`src/rtl/dbg_halt_pkg.sv`:
```
package dbg_halt_pkg;
  localparam int EN_POS     = 0;
  localparam int HALT_POS   = 1;
  localparam int STEP_POS   = 2;
  localparam int MASK_POS   = 3;
  localparam int SNAP_POS   = 5;
  localparam int HALTED_POS = 17;

  typedef struct packed {
    logic snap;
    logic mask;
    logic step;
    logic halt;
    logic en;
  } ctrl_t;
endpackage

```
`src/rtl/dbg_wr_decode.sv`:
```
module dbg_wr_decode #(
  parameter int DATA_W = 32,
  parameter int KEY_W  = 16,
  parameter logic [KEY_W-1:0] KEY = 16'hA05F
) (
  input  logic              wr_en,
  input  logic              wr_sel,
  input  logic              wr_from_dbg,
  input  logic [DATA_W-1:0] wr_data,
  input  logic              sec_dbg_en,
  output logic              ctrl_we,
  output logic              en_we,
  output logic              snap_we,
  output logic              catch_we
);
  localparam int KEY_LSB = DATA_W - KEY_W;

  logic key_ok;
  assign key_ok   = (wr_data[DATA_W-1:KEY_LSB] == KEY);
  assign ctrl_we  = wr_en & ~wr_sel & key_ok;
  assign en_we    = ctrl_we & wr_from_dbg;
  assign snap_we  = ctrl_we & sec_dbg_en;
  assign catch_we = wr_en & wr_sel;
endmodule

```
`src/rtl/dbg_catch_unit.sv`:
```
module dbg_catch_unit #(
  parameter int NUM_FAULT = 7,
  parameter int SEC_IDX   = NUM_FAULT - 1
) (
  input  logic                 clk,
  input  logic                 cold_rst,
  input  logic                 catch_we,
  input  logic [NUM_FAULT:0]   wr_bits,
  input  logic                 dbg_en,
  input  logic                 sec_dbg_en,
  input  logic                 core_secure,
  input  logic [NUM_FAULT-1:0] fault_vec,
  output logic [NUM_FAULT:0]   catch_q,
  output logic                 fault_hit,
  output logic                 reset_catch
);
  logic [NUM_FAULT-1:0] line_ok;
  logic sec_block;
  assign sec_block = core_secure & ~sec_dbg_en;

  always_ff @(posedge clk) begin
    if (cold_rst)      catch_q <= '0;
    else if (catch_we) catch_q <= wr_bits;
  end

  for (genvar i = 0; i < NUM_FAULT; i++) begin : g_line
    if (i == SEC_IDX) begin : g_sec
      assign line_ok[i] = sec_dbg_en;
    end else begin : g_norm
      assign line_ok[i] = ~sec_block;
    end
  end

  assign fault_hit   = dbg_en & |(fault_vec & catch_q[NUM_FAULT:1] & line_ok);
  assign reset_catch = dbg_en & catch_q[0];
endmodule

```
`src/rtl/dbg_ctrl_core.sv`:
```
module dbg_ctrl_core
  import dbg_halt_pkg::*;
(
  input  logic  clk,
  input  logic  rst,
  input  logic  cold_rst,
  input  logic  ctrl_we,
  input  logic  en_we,
  input  logic  snap_we,
  input  ctrl_t wr_ctrl,
  input  logic  sec_dbg_en,
  input  logic  core_secure,
  input  logic  dbg_event,
  input  logic  fault_hit,
  input  logic  reset_catch,
  input  logic  step_done,
  input  logic  core_halt_ack,
  output ctrl_t ctrl_q,
  output logic  halt_o,
  output logic  step_o,
  output logic  mask_o,
  output logic  snap_o,
  output logic  halted_o
);
  logic sec_block, halt_nx, step_nx, set_halt;

  assign sec_block = core_secure & ~sec_dbg_en;
  assign halt_nx   = ctrl_q.en & ctrl_q.halt & ~sec_block;
  assign step_nx   = ctrl_q.en & ctrl_q.step & ~sec_block;
  assign set_halt  = ctrl_q.en &
                     (dbg_event | fault_hit | (step_done & step_nx & ~ctrl_q.halt));

  always_ff @(posedge clk) begin
    if (cold_rst) begin
      ctrl_q <= '0;
    end else if (rst) begin
      ctrl_q.halt <= reset_catch;
      ctrl_q.step <= 1'b0;
      ctrl_q.mask <= 1'b0;
      ctrl_q.snap <= 1'b0;
    end else begin
      if (ctrl_we) begin
        ctrl_q.halt <= wr_ctrl.halt;
        ctrl_q.step <= wr_ctrl.step;
        ctrl_q.mask <= wr_ctrl.mask;
      end
      if (en_we)    ctrl_q.en   <= wr_ctrl.en;
      if (snap_we)  ctrl_q.snap <= wr_ctrl.snap;
      if (set_halt) ctrl_q.halt <= 1'b1;
    end
  end

  always_ff @(posedge clk) begin
    if (rst || cold_rst) begin
      halt_o   <= 1'b0;
      step_o   <= 1'b0;
      mask_o   <= 1'b0;
      snap_o   <= 1'b0;
      halted_o <= 1'b0;
    end else begin
      halt_o   <= halt_nx;
      step_o   <= step_nx;
      mask_o   <= ctrl_q.en & ctrl_q.mask;
      snap_o   <= ctrl_q.en & ctrl_q.snap;
      halted_o <= halt_nx & (halted_o | core_halt_ack);
    end
  end
endmodule

```
`src/rtl/dbg_halt_ctl.sv`:
```
module dbg_halt_ctl
  import dbg_halt_pkg::*;
#(
  parameter int DATA_W    = 32,
  parameter int KEY_W     = 16,
  parameter logic [KEY_W-1:0] KEY = 16'hA05F,
  parameter int NUM_FAULT = 7
) (
  input  logic                 clk,
  input  logic                 rst,
  input  logic                 cold_rst,
  input  logic                 wr_en,
  input  logic                 wr_from_dbg,
  input  logic                 wr_sel,
  input  logic [DATA_W-1:0]    wr_data,
  input  logic                 rd_sel,
  output logic [DATA_W-1:0]    rd_data,
  input  logic                 sec_dbg_en,
  input  logic                 core_secure,
  input  logic                 dbg_event,
  input  logic [NUM_FAULT-1:0] fault_vec,
  input  logic                 step_done,
  input  logic                 core_halt_ack,
  output logic                 halt_o,
  output logic                 step_o,
  output logic                 mask_o,
  output logic                 snap_o,
  output logic                 halted_o
);
  localparam int CATCH_W = NUM_FAULT + 1;

  logic  ctrl_we, en_we, snap_we, catch_we, fault_hit, reset_catch;
  ctrl_t wr_ctrl, ctrl_q;
  logic [CATCH_W-1:0] catch_q;
  logic [DATA_W-1:0]  ctrl_img, catch_img;
  logic rsvd_bits_unused;

  assign wr_ctrl = '{snap: wr_data[SNAP_POS], mask: wr_data[MASK_POS],
                     step: wr_data[STEP_POS], halt: wr_data[HALT_POS],
                     en:   wr_data[EN_POS]};
  assign rsvd_bits_unused = ^wr_data;

  dbg_wr_decode #(.DATA_W(DATA_W), .KEY_W(KEY_W), .KEY(KEY)) u_dec (
    .wr_en(wr_en), .wr_sel(wr_sel), .wr_from_dbg(wr_from_dbg),
    .wr_data(wr_data), .sec_dbg_en(sec_dbg_en),
    .ctrl_we(ctrl_we), .en_we(en_we), .snap_we(snap_we), .catch_we(catch_we)
  );

  dbg_catch_unit #(.NUM_FAULT(NUM_FAULT)) u_catch (
    .clk(clk), .cold_rst(cold_rst), .catch_we(catch_we),
    .wr_bits(wr_data[CATCH_W-1:0]), .dbg_en(ctrl_q.en),
    .sec_dbg_en(sec_dbg_en), .core_secure(core_secure),
    .fault_vec(fault_vec), .catch_q(catch_q),
    .fault_hit(fault_hit), .reset_catch(reset_catch)
  );

  dbg_ctrl_core u_core (
    .clk(clk), .rst(rst), .cold_rst(cold_rst),
    .ctrl_we(ctrl_we), .en_we(en_we), .snap_we(snap_we), .wr_ctrl(wr_ctrl),
    .sec_dbg_en(sec_dbg_en), .core_secure(core_secure),
    .dbg_event(dbg_event), .fault_hit(fault_hit), .reset_catch(reset_catch),
    .step_done(step_done), .core_halt_ack(core_halt_ack),
    .ctrl_q(ctrl_q), .halt_o(halt_o), .step_o(step_o), .mask_o(mask_o),
    .snap_o(snap_o), .halted_o(halted_o)
  );

  always_comb begin
    ctrl_img             = '0;
    ctrl_img[EN_POS]     = ctrl_q.en;
    ctrl_img[HALT_POS]   = ctrl_q.halt;
    ctrl_img[STEP_POS]   = ctrl_q.step;
    ctrl_img[MASK_POS]   = ctrl_q.mask;
    ctrl_img[SNAP_POS]   = ctrl_q.snap;
    ctrl_img[HALTED_POS] = halted_o;
    catch_img            = '0;
    catch_img[CATCH_W-1:0] = catch_q;
  end

  always_ff @(posedge clk) begin
    if (rst || cold_rst) rd_data <= '0;
    else                 rd_data <= rd_sel ? catch_img : ctrl_img;
  end
endmodule

```
`config.mk`:
```
export PLATFORM = sky130hd
export DESIGN_NAME = dbg_halt_ctl
export DESIGN_NICKNAME = d
export VERILOG_FILES = /design/src/rtl/dbg_halt_pkg.sv /design/src/rtl/dbg_wr_decode.sv /design/src/rtl/dbg_catch_unit.sv /design/src/rtl/dbg_ctrl_core.sv /design/src/rtl/dbg_halt_ctl.sv
export SDC_FILE = /design/constraint.sdc
export NUM_CORES = 1
export LEC_CHECK = 0
export CORE_MARGIN = 2
export CORE_UTILIZATION = 35
export CTS_CLUSTER_DIAMETER = 150
export DETAILED_ROUTE_END_ITERATION = 16
export GPL_TIMING_DRIVEN = 0
export PLACE_DENSITY_LB_ADDON = 0.25
export SLEW_MARGIN = 20
export SYNTH_ARGS = -nofsm -noshare
export SYNTH_HDL_FRONTEND = slang
export SYNTH_SLANG_ARGS = --single-unit
```
`constraint.sdc`:
```
create_clock -name clk -period 1.8 [get_ports clk]
set_input_delay 0.45 -clock clk [delete_from_list [all_inputs] [get_ports clk]]
set_output_delay 0.45 -clock clk [all_outputs]
set_load 0.05 [all_outputs]
```
# Yosys cells after proc, flatten, opt, wreduce, memory -nomap -nowiden
# Cells that the tools add are included.
# totals
ff_bits	50
latch_bits	0
mem_bits_rw	0
mem_bits_ro	0
out_inout_bits	37
wordCells	55
memories	0
# classes
addsub	0
n_mul	0
div_mod_pow	0
n_lt_le_gt_ge	0
n_eq_ne	1
n_shift	0
muxes	4
bitwise_logic	29
n_reduce_logical	7
# op_table
operator	count
$and 1x1->1	18
$eq 16x16->1 const B	1
$and 7x7->7	2
$reduce_or 7->1	1
$mux 6	1
$not 1->1	6
$reduce_or 2->1	3
$mux 1	3
$or 1x1->1	3
$reduce_bool 3->1	1
$reduce_and 2->1	1
$logic_or 1x1->1	1

# Logic depth before layout (Yosys ltp)
# Gate-level depths: netlist (run 1).
# logic_depth
depth_word	11
ltp_mapped	5

# Modules after synthesis
# Synthesis (run 1) repeated with hierarchy kept, for this count alone.
# hier_totals
hier_cells	129
hier_area_um2	1278.7
# by_module_without_submodules
mod	n_inst	cells_each	area_per_inst_um2	seq_area_each_um2
dbg_halt_ctl	1	51	483.0	180.2
dbg_ctrl_core	1	33	375.4	200.2
dbg_catch_unit	1	34	339.1	160.2
dbg_wr_decode	1	11	81.3	0.0

# Worst setup path after synthesis (run 1)
# OpenSTA, ideal clock, no wires.
# synth_path
path_type	input -> register
start	input port wr_data[21]
end	register, netlist name u_core.ctrl_q[1]
arrival_ns	1.382
t_required_ns	1.683
path_slack_ns	0.300
stages	5
path_buffers	0
path_cell_list	nand4b_4 -> nor4_4 -> and3_4 -> nor3b_1 -> a32o_1
# synth_via
elab_chain_cells	3
# synth_rtl
item	line	source
start, declared	dbg_halt_ctl.sv:15	input logic [DATA_W-1:0] wr_data,
$eq 16x16->1	dbg_wr_decode.sv:19	assign key_ok = (wr_data[DATA_W-1:KEY_LSB] == KEY);
$and 1x1->1	dbg_wr_decode.sv:20	assign ctrl_we = wr_en & ~wr_sel & key_ok;
$reduce_bool 3->1 (no line)	--	
# No other way between the ends.
# A chain may end at the register's enable or synchronous reset.

# Worst setup path in the final report (run 1)
# layout_path
start	input port wr_data[19]
end	register, netlist name u_core.ctrl_q[1]
# layout_via
elab_chain_cells	3
# layout_rtl
item	line
$eq 16x16->1	dbg_wr_decode.sv:19
$and 1x1->1	dbg_wr_decode.sv:20
$reduce_bool 3->1 (no line)	--
# No other way between the ends.

==> results of run 1 <==
-- what timing repair did --
action                                  in CTS  in global routing
endpoints found under the setup margin      14                  0
gates resized for setup                     14                  0
buffers inserted                             0                  0
-- through the flow --
step / std cells / hold WS [ns] / area [sq um] / total power [mW] / setup TNS (ns)
finish: 267 / 0.4695 / 1954 / 1.184 / 0
global route: 267 / 0.4787 / 1954 / 1.237 / 0
CTS: 267 / 0.4727 / 1954 / 1.186 / 0
detailed placement: 263 / 0.4642 / 1944 / 0.9408 / -0.7131
global placement: 263 / 0.4547 / 1944 / 0.9395 / -0.5976
floorplan: 164 / 0.4397 / 1356 / 0.8289 / 0
-- final timing paths --
check | from | end | slack (ns) | depth (start not counted)
setup / recovery | wr_data[19] | u_core.ctrl_q[1] | 0.11 | 6
hold / removal | wr_en | u_catch.catch_q[0] | 0.47 | 3
hold reg to reg | u_catch.catch_q[7] | u_catch.catch_q[7] | 0.48 | 2
setup reg to reg | u_catch.catch_q[3] | u_core.ctrl_q[1] | 0.52 | 5
-- routing by layer --
layer	up-vias	GRT usage	routed length [microns]
li1	600	-	-
met1	495	0.1730	1161
met2	67	0.2513	1262
met3	2	0.04577	376
met4	0	0.03989	15
met5	-	0	0
-- cells in the final DEF (no fill, tap or decap), types with 2 or more instances in the layout --
master            n
dfxtp_1          27
buf_4            23
and3_1            5
clkbuf_4          3
clkdlybuf4s50_1  39
dlygate4sd2_1    14
mux2i_1           6
nand3_1          11
buf_2             3
nand4_1           2
a22oi_1           3
a21oi_1          13
inv_1             2
clkbuf_1          2
o21ai_0           2
nand2_1          16
conb_1           23
and2_1            2
nor2_1            8
nor3b_1           2
-- flip-flops by register name (all words and copies together) (netlist names) --
register         flops
u_core.halt_o        1
u_core.halted_o      1
u_catch.catch_q      8
u_core.step_o        1
rd_data              9
u_core.mask_o        1
u_core.ctrl_q        5
u_core.snap_o        1
-- cell type report --
| cell class | count | area, sq um |
|---|---|---|
| buffer | 28 | 195.2 |
| clock inverter | 1 | 5.005 |
| multi-input combinational | 107 | 613.1 |
| fill | 330 | 1461 |
| sequential | 27 | 540.5 |
| timing repair buffer | 53 | 513.0 |
| clock buffer | 3 | 22.52 |
| inverter | 2 | 7.507 |
| tap | 46 | 57.56 |
-- synthesized netlist by cell type, types with 3 or more instances --
cell / n
dfxtp_1: 27
buf_4: 23
nand2_1: 16
a21oi_1: 13
nand3_1: 11
nor2_1: 8
mux2i_1: 6
and3_1: 5
a22oi_1: 3
buf_2: 3
-- logic make-up (layout without fill, tap and decap cells) --
logic type / after synthesis / in the layout / share of synthesized area
other: 1 / 23 / 0.002944
DFF: 27 / 27 / 0.4244
AOI/OAI and AO/OA: 22 / 22 / 0.1031
and+or+nand+nor: 56 / 56 / 0.2633
muxes: 6 / 6 / 0.04715
buffers and inverters: 30 / 87 / 0.1591
-- tightest hold or removal path: cells and delay by family --
family / cells / cell delay (ns)
compound gates: 1 / 0.05
buf+inv: 1 / 0.17
simple gates: 1 / 0.10
-- power by group through the flow --
stage | Combinational, mW | Sequential, mW | Clock (mW)
after floorplan | 0.194 | 0.635 | 0
after global placement | 0.309 | 0.630 | 0
after detailed placement | 0.310 | 0.631 | 0
after CTS | 0.310 | 0.617 | 0.259
after global routing | 0.331 | 0.619 | 0.287
final | 0.310 | 0.617 | 0.256
==> impl_metrics.ini, run 1 <==
[run_status]
outcome = complete, no violations

[detailed_routing]
detail-route-antenna-nets = 0
drc = 0
drtIter0Drc = 61
avgViaCountPerCell = 4.360
vias = 1164
routedWlPerCell_microns = 10.54
drtPass1Iterations = 4
drt-total-wl_mm = 2.815

[power_and_ir_drop]
power_density_nw_per_um2 = 605.7
sw_frac_of_total = 0.3002
pwr-share-clk = 0.216
switchingPower_mw = 0.3553
seq_power_share = 0.522
p_leak_nw = 0.9210
p_int_mw = 0.8284
power_frac_comb = 0.262
vdd_drop_max_mv = 0.2422

[synthesis]
synth_flop_cell = dfxtp_1
ys_types = 31
synth-seq-cells = 27
postSynth.asyncResetShare = 0
synthCells = 142
synth_area_sq_um = 1274
ys_seq_area_frac = 0.4244
synth_edf_count = 0
yosys_warnings = 0
syn_area_per_cell_sq_um = 8.970
synth_top_area_share = 0.4244
synth_largest_area_cell = dfxtp_1
synth_area_leaders = dfxtp_1, buf_4, a21oi_1

[critical_path]
cpMaxStageDelayCell = clkdlybuf4s50_1
required_ns = 2.02
worst_path_dominant_cell_family = simple AND/OR/NAND/NOR gates
path_class = input port to register
worst_ep_arrival_time_ns = 1.91
crit_path_max_fanout = 4
worst-path-buf-inv = 1
crit_path_end_kind = register
start_kind = input port
max_stage_delay_ns = 0.50
worstPathCellList = clkdlybuf4s50_1 -> nand4b_4 -> nor4_4 -> and3_4 -> nor3b_1 -> a32o_1

[cts]
clk_pin_slew_ns = 0.15
clockBufferDepth = 2
cts_buffers = 3
htreeDepth = 1
root_buffer = clkbuf_4
holdBufCountCts = 0
cts_tree = done
clkSinkCount = 27
clk_latency_ns = 0.32

[timing]
setup_viol = 0
hold_viol = 0
relSlewSlack = 0.6561
slew_violations = 0
clock_skew_ns = 0.01441
post-route-period-util = 0.9395
fmax_mhz = 591.3
tightest_slew_ns = 0.5158
fin_ws_ns = 0.1089
fin_crit_ns = 1.691
rsz0062_at_grt = false

[global_routing]
antenna_found_initial = 0
grt_usage = 0.1454
grt_max_degree = 16
grt_pass1_vias = 1133
overflow = 0
grt_pass1_wl_mm = 4.781

[die]
start_util = 0.3729
core_area_sq_um = 3416
dieArea_sq_um = 4138
ios = 88
die_h_microns = 64.33
fp.dieW_microns = 64.33
rows = 21

[run]
max-cap-violations = 0

[finish]
n_antenna_cell = 0
final_nets = 273
area_growth_syn_to_layout_pct = 53.44
fin_util = 0.5722
drive_gt1_frac = 0.1674

[place]
place_hpwl_mm = 2.291
numPortBuffers = 53
place_congestion = 0.7936
preCtsSetupSlack_ns = -0.2391

[worst_hold_path]
min_path_type = input port to register
Power figures use the tool's default switching activity.
==> run 2, diff against run 1 <==
==> constraint.sdc (replaced) <==
create_clock -name clk -period 1.8 [get_ports clk]
set_input_delay 0.45 -clock clk [delete_from_list [all_inputs] [get_ports clk]]
set_output_delay 0.45 -clock clk [all_outputs]
set_load 0.005 [all_outputs]
==> run 2 against run 1 <==
  * Sequential share of layout area fell by 0.25 points
  * Critical path depth did not move
  * Largest power group unchanged
  * Non-clock buffer count did not move
  * Utilization rose by 0.51 points
  * Die area did not move
  * Highest routed layer unchanged
  * Cell area rose by 0.90%
  * Global-route usage fell by 0.074 points
  * Critical path type unchanged
  * Via count rose by 0.34%
  * Routed wire length fell by 0.71%
==> impl_metrics.ini, run 2 (same netlist as run 1, synthesis figures left out) <==
[power_and_ir_drop]
sw_frac_of_total = 0.2340
p_leak_nw = 0.8537
pwr-share-clk = 0.235
power_mw = 1.079
seq_power_share = 0.572
vdd_drop_max_mv = 0.2351
power_frac_comb = 0.193
power_density_nw_per_um2 = 547.3
switchingPower_mw = 0.2526
p_int_mw = 0.8267

[critical_path]
cp-startpoint = wr_data[19]
path_class = input port to register
reg2regPathDepth = 5
crit_path_end = u_core.ctrl_q[1]
r2r_slack_ns = 0.54
r2r_start = u_catch.catch_q[3]
crit_path_end_kind = register
worst_ep_arrival_time_ns = 1.91
start_kind = input port
timing.rr.end = u_core.ctrl_q[1]
required_ns = 2.02
crit_path_max_fanout = 4

[cts]
cts_setup_buffers = 0
clockBufferDepth = 2
cts_resized = 0
root_buffer = clkbuf_4
cts_tree = done
cts_buffers = 3
holdBufCountCts = 0
clkSinkCount = 27
clk_latency_ns = 0.32
htreeDepth = 1
clk_pin_slew_ns = 0.14

[finish]
stdcell_count = 267
largest_reg_flops = 9
regMostFlops = rd_data
final_nets = 273
final_cell_mix = clkdlybuf4s50_1, dfxtp_1, buf_4, conb_1, nand2_1
fin_util = 0.5773
fill_cells = 325
mostFrequentLayoutCell = clkdlybuf4s50_1
n_antenna_cell = 0
area_growth_syn_to_layout_pct = 54.81
largestRegisters = rd_data x9, u_catch.catch_q x8, u_core.ctrl_q x5
drive_gt1_frac = 0.1674
stdcell_area_sq_um = 1972

[global_routing]
antenna_found_initial = 0
grt_usage = 0.1447
overflow = 0
grt_max_degree = 16
grt_pass1_vias = 1124
grt_pass1_wl_mm = 4.754

[detailed_routing]
detail-route-antenna-nets = 0
drc = 0
vias = 1168
drtIter0Drc = 61
routedWlPerCell_microns = 10.47
avgViaCountPerCell = 4.375
drtPass1Iterations = 4
drt-total-wl_mm = 2.795

[timing]
clock_skew_ns = 0.009461
fmax_mhz = 592.1
setup_viol = 0
setup_tns_ns = 0
rsz0062_at_grt = false
fin_crit_ns = 1.689
slew_violations = 0
post-route-period-util = 0.9382
hold_viol = 0
tightest_slew_ns = 0.5168
fin_ws_ns = 0.1112
relSlewSlack = 0.6555
whs_ns = 0.4737

[die]
ios = 88
rows = 21
core_area_sq_um = 3416
die_h_microns = 64.33
fp.dieW_microns = 64.33
dieArea_sq_um = 4138
start_util = 0.3729

[run]
max-cap-violations = 0

[place]
dp.cells = 263
place_congestion = 0.7936
place_hpwl_mm = 2.291
place_area_sq_um = 1944
preCtsSetupSlack_ns = -0.2391
numPortBuffers = 53

[run_status]
outcome = complete, no violations

[worst_hold_path]
min_path_type = input port to register
==> run 2: worst min-delay path by stage <==
stage | from | to | slack (ns) | cells past startpoint
finish | wr_en | u_catch.catch_q[0] | 0.47 | 3
global route | wr_en | u_catch.catch_q[3] | 0.48 | 3
CTS | wr_en | u_catch.catch_q[0] | 0.47 | 3
detailed placement | u_catch.catch_q[7] | u_catch.catch_q[7] | 0.46 | 2
global placement | u_core.ctrl_q[3] | u_core.ctrl_q[3] | 0.45 | 2
floorplan | u_core.ctrl_q[3] | u_core.ctrl_q[3] | 0.44 | 2
==> run 2: final cells by class <==
cell class	count	area [sq um]	area share
inverter	2	7.507	0.003807
multi-input combinational	107	613.1	0.3109
sequential	27	540.5	0.2741
clock buffer	3	22.52	0.01142
buffer	28	195.2	0.09898
clock inverter	1	5.005	0.002538
tap	46	57.56	0.02919
timing repair buffer	53	530.5	0.2690
==> run 2: worst max-delay path, cell delays in order <==
cell and delay, ns:
clkdlybuf4s50_1 0.50, nand4b_4 0.12, nor4_4 0.28, and3_4 0.26
nor3b_1 0.05, a32o_1 0.25
==> run 2: power groups by stage <==
stage | Clock (mW) | Sequential (mW) | Combinational (mW)
4_1_cts | 0.259 | 0.617 | 0.208
5_1_grt | 0.287 | 0.619 | 0.230
6_report | 0.253 | 0.617 | 0.208
3_3_place_gp | 0 | 0.630 | 0.206
3_5_place_dp | 0 | 0.631 | 0.207
2_1_floorplan | 0 | 0.628 | 0.0979
==> run 2: routing by layer <==
metal	wire length (microns)	vias up	share of wire	global-route usage
met4	25	0	0.0089	0.03989
met3	399	6	0.14	0.04577
met2	1254	72	0.45	0.2500
li1	-	601	-	-
met5	0	-	0	0
met1	1115	489	0.40	0.1719
==> run 3, diff against run 2 <==
CORE_MARGIN = default   (was 2)
==> run 3 against run 2 <==
  * Setup slack better by 0.038 ns
  * Final cell count unchanged
  * Utilization unchanged
  * Non-clock buffer count unchanged
  * Cell area unchanged
  * Highest routed layer unchanged
==> impl_metrics.ini, run 3 (same netlist as run 1, synthesis figures left out) <==
[power_and_ir_drop]
switchingPower_mw = 0.2529
power_density_nw_per_um2 = 547.5
pwr-share-clk = 0.236
power_frac_comb = 0.193
vdd_drop_max_mv = 0.2567
seq_power_share = 0.571
p_leak_nw = 0.8537
p_int_mw = 0.8267
sw_frac_of_total = 0.2342

[critical_path]
crit_path_end_kind = register
cpMaxStageDelayCell = nor4b_2
path_class = input port to register
required_ns = 2.03
crit_path_max_fanout = 4
worst_ep_arrival_time_ns = 1.88
max_stage_delay_ns = 0.42
start_kind = input port
worstPathCellList = clkdlybuf4s50_1 -> nor4b_2 -> and3_4 -> nor3b_1 -> a32o_1

[timing]
tightest_slew_ns = 0.5378
setup_viol = 0
post-route-period-util = 0.9169
fin_crit_ns = 1.650
clock_skew_ns = 0.002547
slew_violations = 0
rsz0062_at_grt = false
fmax_mhz = 605.9
whs_ns = 0.4750
relSlewSlack = 0.6415
hold_viol = 0

[global_routing]
grt_pass1_wl_mm = 4.319
antenna_found_initial = 0
grt_max_degree = 16
overflow = 0
grt_pass1_vias = 1023
grt_usage = 0.1431

[detailed_routing]
drc = 0
vias = 1131
avgViaCountPerCell = 4.236
routedWlPerCell_microns = 10.07
drtPass1Iterations = 4
detail-route-antenna-nets = 0
drtIter0Drc = 13
drt-total-wl_mm = 2.690

[finish]
n_antenna_cell = 0
fin_util = 0.5773
largestRegisters = rd_data x9, u_catch.catch_q x8, u_core.ctrl_q x5
area_growth_syn_to_layout_pct = 54.81
fill_cells = 326
final_cell_mix = clkdlybuf4s50_1, dfxtp_1, buf_4, conb_1, nand2_1
largest_reg_flops = 9
regMostFlops = rd_data
final_nets = 273
drive_gt1_frac = 0.1674
mostFrequentLayoutCell = clkdlybuf4s50_1

[die]
die_h_microns = 62.33
core_area_sq_um = 3416
fp.dieW_microns = 62.33
start_util = 0.3729
ios = 88
dieArea_sq_um = 3884
rows = 21

[cts]
cts_tree = done
clk_latency_ns = 0.32
cts_buffers = 3
htreeDepth = 1
root_buffer = clkbuf_4
cts_setup_buffers = 0
clk_pin_slew_ns = 0.14
holdBufCountCts = 0
clkSinkCount = 27
clockBufferDepth = 2

[place]
place_hpwl_mm = 2.168
numPortBuffers = 53
place_congestion = 0.7737

[worst_hold_path]
min_path_type = register to register

[run]
max-cap-violations = 0

[run_status]
outcome = complete, no violations
[run 3: power by group through the flow]
stage / clock network [mW] / registers, mW / logic, mW
after floorplan: 0 / 0.628 / 0.0979
after global placement: 0 / 0.630 / 0.207
after detailed placement: 0 / 0.630 / 0.208
after CTS: 0.253 / 0.617 / 0.208
after global routing: 0.286 / 0.619 / 0.225
final: 0.254 / 0.617 / 0.209
[run 3: area by class of cell]
cell class | instances | area (sq um) | area share
buffer | 28 | 195.2 | 0.09898
clock buffer | 3 | 22.52 | 0.01142
clock inverter | 1 | 5.005 | 0.002538
inverter | 2 | 7.507 | 0.003807
multi-input combinational | 107 | 613.1 | 0.3109
sequential | 27 | 540.5 | 0.2741
tap | 46 | 57.56 | 0.02919
timing repair buffer | 53 | 530.5 | 0.2690
[run 3: critical path: cells and delay by family]
family                 cells  cell delay [ns]
buffers and inverters      1             0.41
and+or+nand+nor            3             0.76
AOI/OAI and AO/OA          1             0.25
[run 3: final timing paths]
check	from	end	slack [ns]	depth (start not counted)
min reg2reg	u_catch.catch_q[4]	u_catch.catch_q[4]	0.48	2
min	u_catch.catch_q[4]	u_catch.catch_q[4]	0.48	2
max reg2reg	u_catch.catch_q[3]	u_core.ctrl_q[1]	0.52	5
max	wr_data[26]	u_core.ctrl_q[1]	0.15	5
[run 3: timing repair]
action | in CTS | in global routing
endpoints found under the setup margin | 0 | 1
hold endpoints to repair | 0 | 0
resized for setup | 0 | 0
[run 3: through the flow]
stage          TNS, ns  total power, mW  setup WS, ns  instances  instance area [sq um]
2_1_floorplan        0           0.7259        0.3001        164                   1356
3_3_place_gp   -0.6701           0.8372       -0.2485        263                   1944
3_5_place_dp   -0.8747           0.8380       -0.2803        263                   1944
4_1_cts              0            1.078       0.06832        267                   1972
5_1_grt              0            1.129       0.05187        267                   1972
6_report             0            1.080        0.1495        267                   1972
[run 3: metal layers]
layer	vias up	part of all wire	global-route usage	wire, microns
met5	-	0	0	0
met4	0	0.016	0.06977	42
met3	4	0.098	0.03676	264
met2	56	0.46	0.2445	1248
met1	471	0.42	0.1652	1135
li1	600	-	-	-
